==> src/rtl/fpx_pkg.sv <==
package fpx_pkg;
    localparam int NFLAG = 5;

    // flag-vector encoding shared by all ports
    typedef enum logic [2:0] {
        FX_INX = 3'd0,
        FX_DZ  = 3'd1,
        FX_UND = 3'd2,
        FX_OVF = 3'd3,
        FX_INV = 3'd4
    } fx_idx_e;

    typedef logic [NFLAG-1:0] fx_vec_t;

    // flags that may be rolled back at commit
    localparam fx_vec_t FX_GUARD = fx_vec_t'((1 << FX_INV) | (1 << FX_UND));

    typedef enum logic {
        TS_CALM   = 1'b0,
        TS_RAISED = 1'b1
    } trap_state_e;
endpackage

==> src/rtl/fpx_flag_map.sv <==
module fpx_flag_map
    import fpx_pkg::*;
#(
    parameter int W     = 32,
    parameter int P_INX = 0,
    parameter int P_DZ  = 1,
    parameter int P_UND = 2,
    parameter int P_OVF = 3,
    parameter int P_INV = 4
) (
    input  fx_vec_t        flags,
    output logic [W-1:0]   word
);
    logic [W-1:0] lane [NFLAG];

    for (genvar g = 0; g < NFLAG; g++) begin : g_lane
        localparam int P = (g == FX_INX) ? P_INX :
                           (g == FX_DZ)  ? P_DZ  :
                           (g == FX_UND) ? P_UND :
                           (g == FX_OVF) ? P_OVF : P_INV;
        assign lane[g] = flags[g] ? (W'(1) << P) : '0;
    end

    always_comb begin
        word = '0;
        for (int i = 0; i < NFLAG; i++) begin
            word = word | lane[i];
        end
    end
endmodule

==> src/rtl/fpx_merge_core.sv <==
module fpx_merge_core #(
    parameter int W = 32
) (
    input  logic [W-1:0] live_word,
    input  logic [W-1:0] saved_word,
    input  logic [W-1:0] hw_word,
    input  logic         hw_post,
    input  logic [W-1:0] cur_word,
    input  logic [W-1:0] guard_mask,
    output logic [W-1:0] posted_word,
    output logic [W-1:0] commit_word
);
    logic [W-1:0] keep_mask;

    always_comb begin
        posted_word = hw_post ? (live_word | hw_word) : live_word;
        // guarded bits survive only if sticky in the saved reference
        keep_mask   = ~guard_mask | saved_word;
        commit_word = (posted_word & keep_mask) | cur_word;
    end
endmodule

==> src/rtl/fpx_trap_fsm.sv <==
module fpx_trap_fsm
    import fpx_pkg::*;
(
    input  logic    clk,
    input  logic    rst_n,
    input  logic    commit,
    input  fx_vec_t cur_flags,
    input  fx_vec_t trap_en,
    input  logic    sw_trap_en,
    output logic    trap_req
);
    trap_state_e state_q, state_d;
    logic        hit;

    assign hit = sw_trap_en && (|(cur_flags & trap_en));

    always_ff @(posedge clk or negedge rst_n) begin
        if (!rst_n) state_q <= TS_CALM;
        else        state_q <= state_d;
    end

    always_comb begin
        state_d  = state_q;
        trap_req = 1'b0;
        unique case (state_q)
            TS_CALM: begin
                trap_req = 1'b0;
                if (commit && hit) state_d = TS_RAISED;
            end
            TS_RAISED: begin
                trap_req = 1'b1;
                if (commit && !hit) state_d = TS_CALM;
            end
        endcase
    end
endmodule

==> src/rtl/fpx_sticky_status.sv <==
module fpx_sticky_status
    import fpx_pkg::*;
#(
    parameter int W     = 32,
    parameter int P_INX = 0,
    parameter int P_DZ  = 1,
    parameter int P_UND = 2,
    parameter int P_OVF = 3,
    parameter int P_INV = 4
) (
    input  logic         clk,
    input  logic         rst_n,
    input  logic         commit,
    input  logic         hw_post,
    input  logic [4:0]   hw_flags,
    input  logic [4:0]   cur_flags,
    input  logic [4:0]   trap_en,
    input  logic         sw_trap_en,
    output logic [W-1:0] status_word,
    output logic         trap_req
);
    logic [W-1:0] live_q, saved_q;
    logic [W-1:0] hw_word, cur_word, guard_mask;
    logic [W-1:0] posted_word, commit_word;

    fpx_flag_map #(.W(W), .P_INX(P_INX), .P_DZ(P_DZ), .P_UND(P_UND),
                   .P_OVF(P_OVF), .P_INV(P_INV))
        u_map_hw (.flags(hw_flags), .word(hw_word));

    fpx_flag_map #(.W(W), .P_INX(P_INX), .P_DZ(P_DZ), .P_UND(P_UND),
                   .P_OVF(P_OVF), .P_INV(P_INV))
        u_map_cur (.flags(cur_flags), .word(cur_word));

    fpx_flag_map #(.W(W), .P_INX(P_INX), .P_DZ(P_DZ), .P_UND(P_UND),
                   .P_OVF(P_OVF), .P_INV(P_INV))
        u_map_guard (.flags(FX_GUARD), .word(guard_mask));

    fpx_merge_core #(.W(W)) u_merge (
        .live_word   (live_q),
        .saved_word  (saved_q),
        .hw_word     (hw_word),
        .hw_post     (hw_post),
        .cur_word    (cur_word),
        .guard_mask  (guard_mask),
        .posted_word (posted_word),
        .commit_word (commit_word)
    );

    always_ff @(posedge clk or negedge rst_n) begin
        if (!rst_n) begin
            live_q  <= '0;
            saved_q <= '0;
        end else if (commit) begin
            live_q  <= commit_word;
            saved_q <= commit_word;
        end else begin
            live_q  <= posted_word;
        end
    end

    fpx_trap_fsm u_trap (
        .clk        (clk),
        .rst_n      (rst_n),
        .commit     (commit),
        .cur_flags  (cur_flags),
        .trap_en    (trap_en),
        .sw_trap_en (sw_trap_en),
        .trap_req   (trap_req)
    );

    assign status_word = live_q;
endmodule

==> config.mk <==
export PLATFORM = sky130hd
export DESIGN_NAME = fpx_sticky_status
export DESIGN_NICKNAME = d
export VERILOG_FILES = /design/src/rtl/fpx_pkg.sv /design/src/rtl/fpx_flag_map.sv /design/src/rtl/fpx_merge_core.sv /design/src/rtl/fpx_trap_fsm.sv /design/src/rtl/fpx_sticky_status.sv
export SDC_FILE = /design/constraint.sdc
export NUM_CORES = 1
export LEC_CHECK = 0
export ABC_AREA = 1
export BUFFER_PORTS_ARGS = -buffer_cell sky130_fd_sc_hd__buf_4
export CAP_MARGIN = 0
export CORE_UTILIZATION = 38
export DETAILED_ROUTE_END_ITERATION = 12
export PLACE_DENSITY_LB_ADDON = 0.3
export SLEW_MARGIN = 20
export SYNTH_ARGS = -nofsm -noshare
export SYNTH_HDL_FRONTEND = slang
export SYNTH_SLANG_ARGS = --single-unit
==> constraint.sdc <==
create_clock -name clk -period 2.11 [get_ports clk]
set_clock_uncertainty 0.2 [all_clocks]
set_input_delay 0.3165 -clock clk [delete_from_list [all_inputs] [get_ports clk]]
set_output_delay 0.3165 -clock clk [all_outputs]
set_load 0.1 [all_outputs]
==> metrics, run 1 <==
Yosys reg bits=8; CTS H-tree lvls=1; Clk pin slew, worst setup/hold paths=0.06 ns; share of the synthesized area in the top cell type=35.1%; Detailed Place HPWL=882 microns; delay-heaviest family, CP=flip-flops; final setup violation count=0; GRT met1 Usage=18.4%; post-route insts no fill=122; initial antenna violation count=0; DRC=0; Final period util=67.4%; RSZ-0062 raised after global routing=no; Cells after DPL=118; Avg Synthesized Cell Area=7.30 sq um; min-delay worst type=in -> reg; synthesized instance count=79; CP Max Fanout=2; post-synth top area cell=buf_4; first-pass GRT wire length=1620 microns; yosys warns=0; layout cells sized above 1=26.2%; Most Crowded Layer GR=met2; slowest cell delay on critical path=0.35 ns; final net count=129; WP data arrival=0.91 ns; Crit-path slowest cell=dfrtp_1; CTS root buf=clkbuf_4; # resized after CTS=0; worst vdd ir=401 uV; Area Growth Syn to Fin=23.2%; Max Cap Viol=0; Final Hold Viols=0; total clock sinks=8; WL final=1030 microns; CTS tree=built; Post-CTS Setup Bufs=0; Worst-Skew Late Latency=0.26 ns; die width=41.0 microns; Post-DP Area=678 sq um; post-synth cell types=8; Max Slew Vio Count=0; 1st-pass router iterations=2; vias=482; number of diodes=0; Finished Cell Area=711 sq um; met3 GRT Util=3.80%; total CTS buffers=3; status=finished, final reports clean; die height=41.0 microns; Max Clk Rate=0.703 GHz; port bufs=25; Final GP Congestion=0.669; Core Region=1350 sq um; I/O pins=53; met2 Use GR=25.0%; Initial Utilization=42.7%; Die ar.=1680 sq um; critical-path cell list=buf_4; critical path required time=1.59 ns; sequential area share after synthesis=34.7%; post-route ant nets=0; P_leak=0.432 nW; total negative setup slack=0 ns; fin crit period=1.42 ns; clock buffer depth=2; vias in the first global route=420; critical path type=reg -> out; largest net degree at the start of global routing=9; DR iter-0 viols=5; startpoint types=register; Synth area leaders=buf_4 35%, dfrtp_1 35%, nand2_1 21%, inv_1 3.3%, a21oi_1 2.6%; Cell Area, Synth=577 sq um; Critical path buffers and inverters=1; Tot GR Track Use=15.6%; pwr dens=878 nW/um^2; vias per std cell=3.95; Rows=13; fillcell total=154; CP endpoint kind=output pin; Routed WL per cell=8.48 microns; grt ovf=0
## routing by layer
| layer | part of all wire [%] | routed length (microns) |
|---|---|---|
| met1 | 41 | 419 |
| met2 | 44 | 458 |
| met3 | 12 | 123 |
| met4 | 3.0 | 31 |
| met5 | 0 | 0 |
## cells in the final DEF, fill, tap and decap left out
cell,netlist,routed
conb_1,1,27
inv_1,5,5
dlygate4sd3_1,0,1
buf_4,27,25
a21oi_1,3,3
nand2_1,33,33
nand3_1,1,1
dfrtp_1,8,8
o21bai_1,1,1
clkbuf_4,0,3
## final cells by class
class | count | area (sq um) | share of cell area (%)
inverter | 5 | 18.8 | 2.64
multi-input combinational | 65 | 253 | 35.6
clock buffer | 3 | 22.5 | 3.17
sequential | 8 | 200 | 28.2
tap | 15 | 18.8 | 2.64
timing repair buffer | 26 | 198 | 27.8
## stage by stage
stage | total power (W) | utilization (%) | setup WS [ns] | hold WS (ns)
after floorplan | 0.000491 | - | 0.569 | -0.179
after global placement | 0.000499 | 50.2 | 0.983 | -0.0604
after detailed placement | 0.000501 | 50.2 | 0.956 | -0.0563
after CTS | 0.000624 | 52.6 | 0.677 | 0.0648
after global routing | 0.000650 | 52.6 | 0.662 | 0.0687
final | 0.000624 | 52.6 | 0.687 | 0.0571
## worst reg2reg max path, cell delays in order, from the launching register on
cell and delay, ns:
dfrtp_1 0.37, inv_1 0.05, nand2_1 0.06, nand2_1 0.06, nand2_1 0.04, nand2_1 0.07
nand2_1 0.06
## power by group
| part | leakage (nW) | total, W | internal [W] | switching [W] |
|---|---|---|---|---|
| logic | 0.333 | 0.000329 | 0.0000429 | 0.000287 |
| clock network | 0.0138 | 0.000125 | 0.0000656 | 0.0000589 |
| registers | 0.0849 | 0.000170 | 0.000164 | 0.00000578 |
| total | 0.432 | 0.000624 | 0.000273 | 0.000351 |
## what timing repair did
item / CTS / global route
hold buffers: 1 / 0
setup endpoints to repair: 0 / 0
endpoints found under the hold margin: 8 / 0
## synthesized netlist by cell type
| master | instances |
|---|---|
| a21oi_1 | 3 |
| conb_1 | 1 |
| inv_1 | 5 |
| nand2_1 | 33 |
| buf_4 | 27 |
| nand3_1 | 1 |
| dfrtp_1 | 8 |
| o21bai_1 | 1 |
## final timing paths
| path | endpoint | start | cells after the start | slack, ns |
|---|---|---|---|---|
| max | status_word[0] | status_word[0] | 1 | 0.69 |
| min | status_word[3] | hw_flags[3] | 3 | 0.06 |
| max reg2reg | status_word[2] | status_word[2] | 6 | 1.09 |
| min reg2reg | status_word[3] | status_word[3] | 2 | 0.26 |
| max in group asynchronous | status_word[4] | rst_n | 2 | 1.37 |
| min in group asynchronous | saved_q[4] | rst_n | 2 | 0.21 |
## kinds of logic after synthesis
group | after synthesis | synth area share, %
buf+inv | 32 | 38.4
flops | 8 | 34.7
compound gates | 4 | 3.90
other cells | 1 | 0.650
simple gates | 34 | 22.3
Power figures use the tool's default switching activity.
==> inputs of run 2 (changes only) <==
- CORE_UTILIZATION: 38 -> 36
- clock period: 2.11 -> 1.39 ns (I/O delays scaled with it)
==> metrics, run 2 (synthesis gave the netlist of run 1 again) <==
status=finished, final reports clean; Reg2Reg Depth=6; WP data arrival=0.89 ns; # resized after CTS=0; worst reg-to-reg setup slack=0.35 ns; post-route insts no fill=130; slowest cell delay on critical path=0.36 ns; I/O pins=53; DR iter-0 viols=9; Cells after DPL=119; footprint of the multi-input gates=253 sq um; first-pass GRT wire length=1880 microns; initial antenna violation count=0; pwr dens=1240 nW/um^2; critical path required time=0.98 ns; RSZ-0062 raised after global routing=no; 1st-pass router iterations=2; r2r endpoint=status_word[2]; layout cells sized above 1=26.3%; Max Slew Vio Count=0; Final GP Congestion=0.655; critical path type=reg -> out; fillcell total=163; Hold EP=status_word[1]; vias in the first global route=459; CP Max Fanout=2; Setup WS pre-CTS=0.350 ns; CTS tree=built; CTS H-tree lvls=1; critical-path cell list=buf_4; Final WS setup=0.0872 ns; Routed WL per cell=8.32 microns; hold path start=hw_post; CP endpoint kind=output pin; Final Hold Viols=0; min-delay worst type=in -> reg; CTS root buf=clkbuf_4; Initial Utilization=38.3%; Worst-Skew Late Latency=0.25 ns; startpoint types=register; Seq. cell area=203 sq um; P_leak=0.456 nW; final setup violation count=0; Core Region=1510 sq um; final core utilization=51.7%; Critical path buffers and inverters=1; fin crit period=1.30 ns; final net count=135; Max Clk Rate=0.768 GHz; Tot GR Track Use=14.0%; commonest cells after routing, fill and taps aside=33 x nand2_1, 27 x conb_1, 25 x buf_4; die width=42.0 microns; commonest non-fill, non-tap cell in the layout=nand2_1; delay-heaviest family, CP=flip-flops; clock buffer depth=2; Max Cap Viol=0; vias per std cell=3.69; grt ovf=0; total negative setup slack=0 ns; die height=42.0 microns; Clk pin slew, worst setup/hold paths=0.06 ns; Rows=14; largest net degree at the start of global routing=9; total CTS buffers=3; vias=480; WHS=0.0132 ns; Reg-to-Reg Start=status_word[2]; Area Growth Syn to Fin=34.9%; DRC=0; Final period util=93.7%; WL final=1080 microns; worst hold stages=3; port bufs=25; number of diodes=0; Die ar.=1770 sq um; post-route ant nets=0; Crit-path slowest cell=dfrtp_2; worst vdd ir=497 uV; total clock sinks=8; Detailed Place HPWL=844 microns
==> run 2: changes by cell type in the layout (fill, tap and decap cells not counted) <==
cell	previous run	this run
dfrtp_1	8	6
dfrtp_2	0	2
dlygate4sd3_1	1	7
clkbuf_1	0	1
==> run 2: timing repair <==
item | 4_1_cts | 5_1_grt
hold buffers | 7 | 0
setup buffers | 0 | 0
endpoints found under the hold margin | 11 | 0
==> run 2: metal layers <==
metal	GRT usage, %	wire [microns]
met1	17.4	453
met2	23.1	540
met3	2.59	80
met4	7.50	7
met5	0	0
==> run 2: worst max-delay path by stage <==
stage,start,to,slack (ns),depth (start not counted)
after detailed placement,status_word[3],status_word[3],0.35,1
after floorplan,register,register,0.03,2
after global routing,status_word[4],status_word[4],0.04,1
after CTS,status_word[4],status_word[4],0.08,1
after global placement,status_word[2],status_word[2],0.36,6
final,status_word[4],status_word[4],0.09,1
==> run 2: area by class of cell <==
class                      instances  share of cell area [%]
sequential                         8                    26.0
timing repair buffer              32                    33.1
inverter                           5                    2.41
clock buffer                       4                    3.38
multi-input combinational         65                    32.5
tap                               16                    2.57
==> run 2: through the flow <==
| stage | power (W) | cell area [sq um] |
|---|---|---|
| floorplan | 0.000746 | 677 |
| global placement | 0.000760 | 682 |
| detailed placement | 0.000762 | 682 |
| CTS | 0.000970 | 778 |
| global route | 0.00101 | 778 |
| finish | 0.000962 | 778 |
==> run 2: power breakdown <==
part	switching, W	total [W]	internal (W)
registers	0.00000866	0.000259	0.000251
logic	0.000438	0.000514	0.0000762
clock network	0.0000789	0.000189	0.000110
total	0.000525	0.000962	0.000437
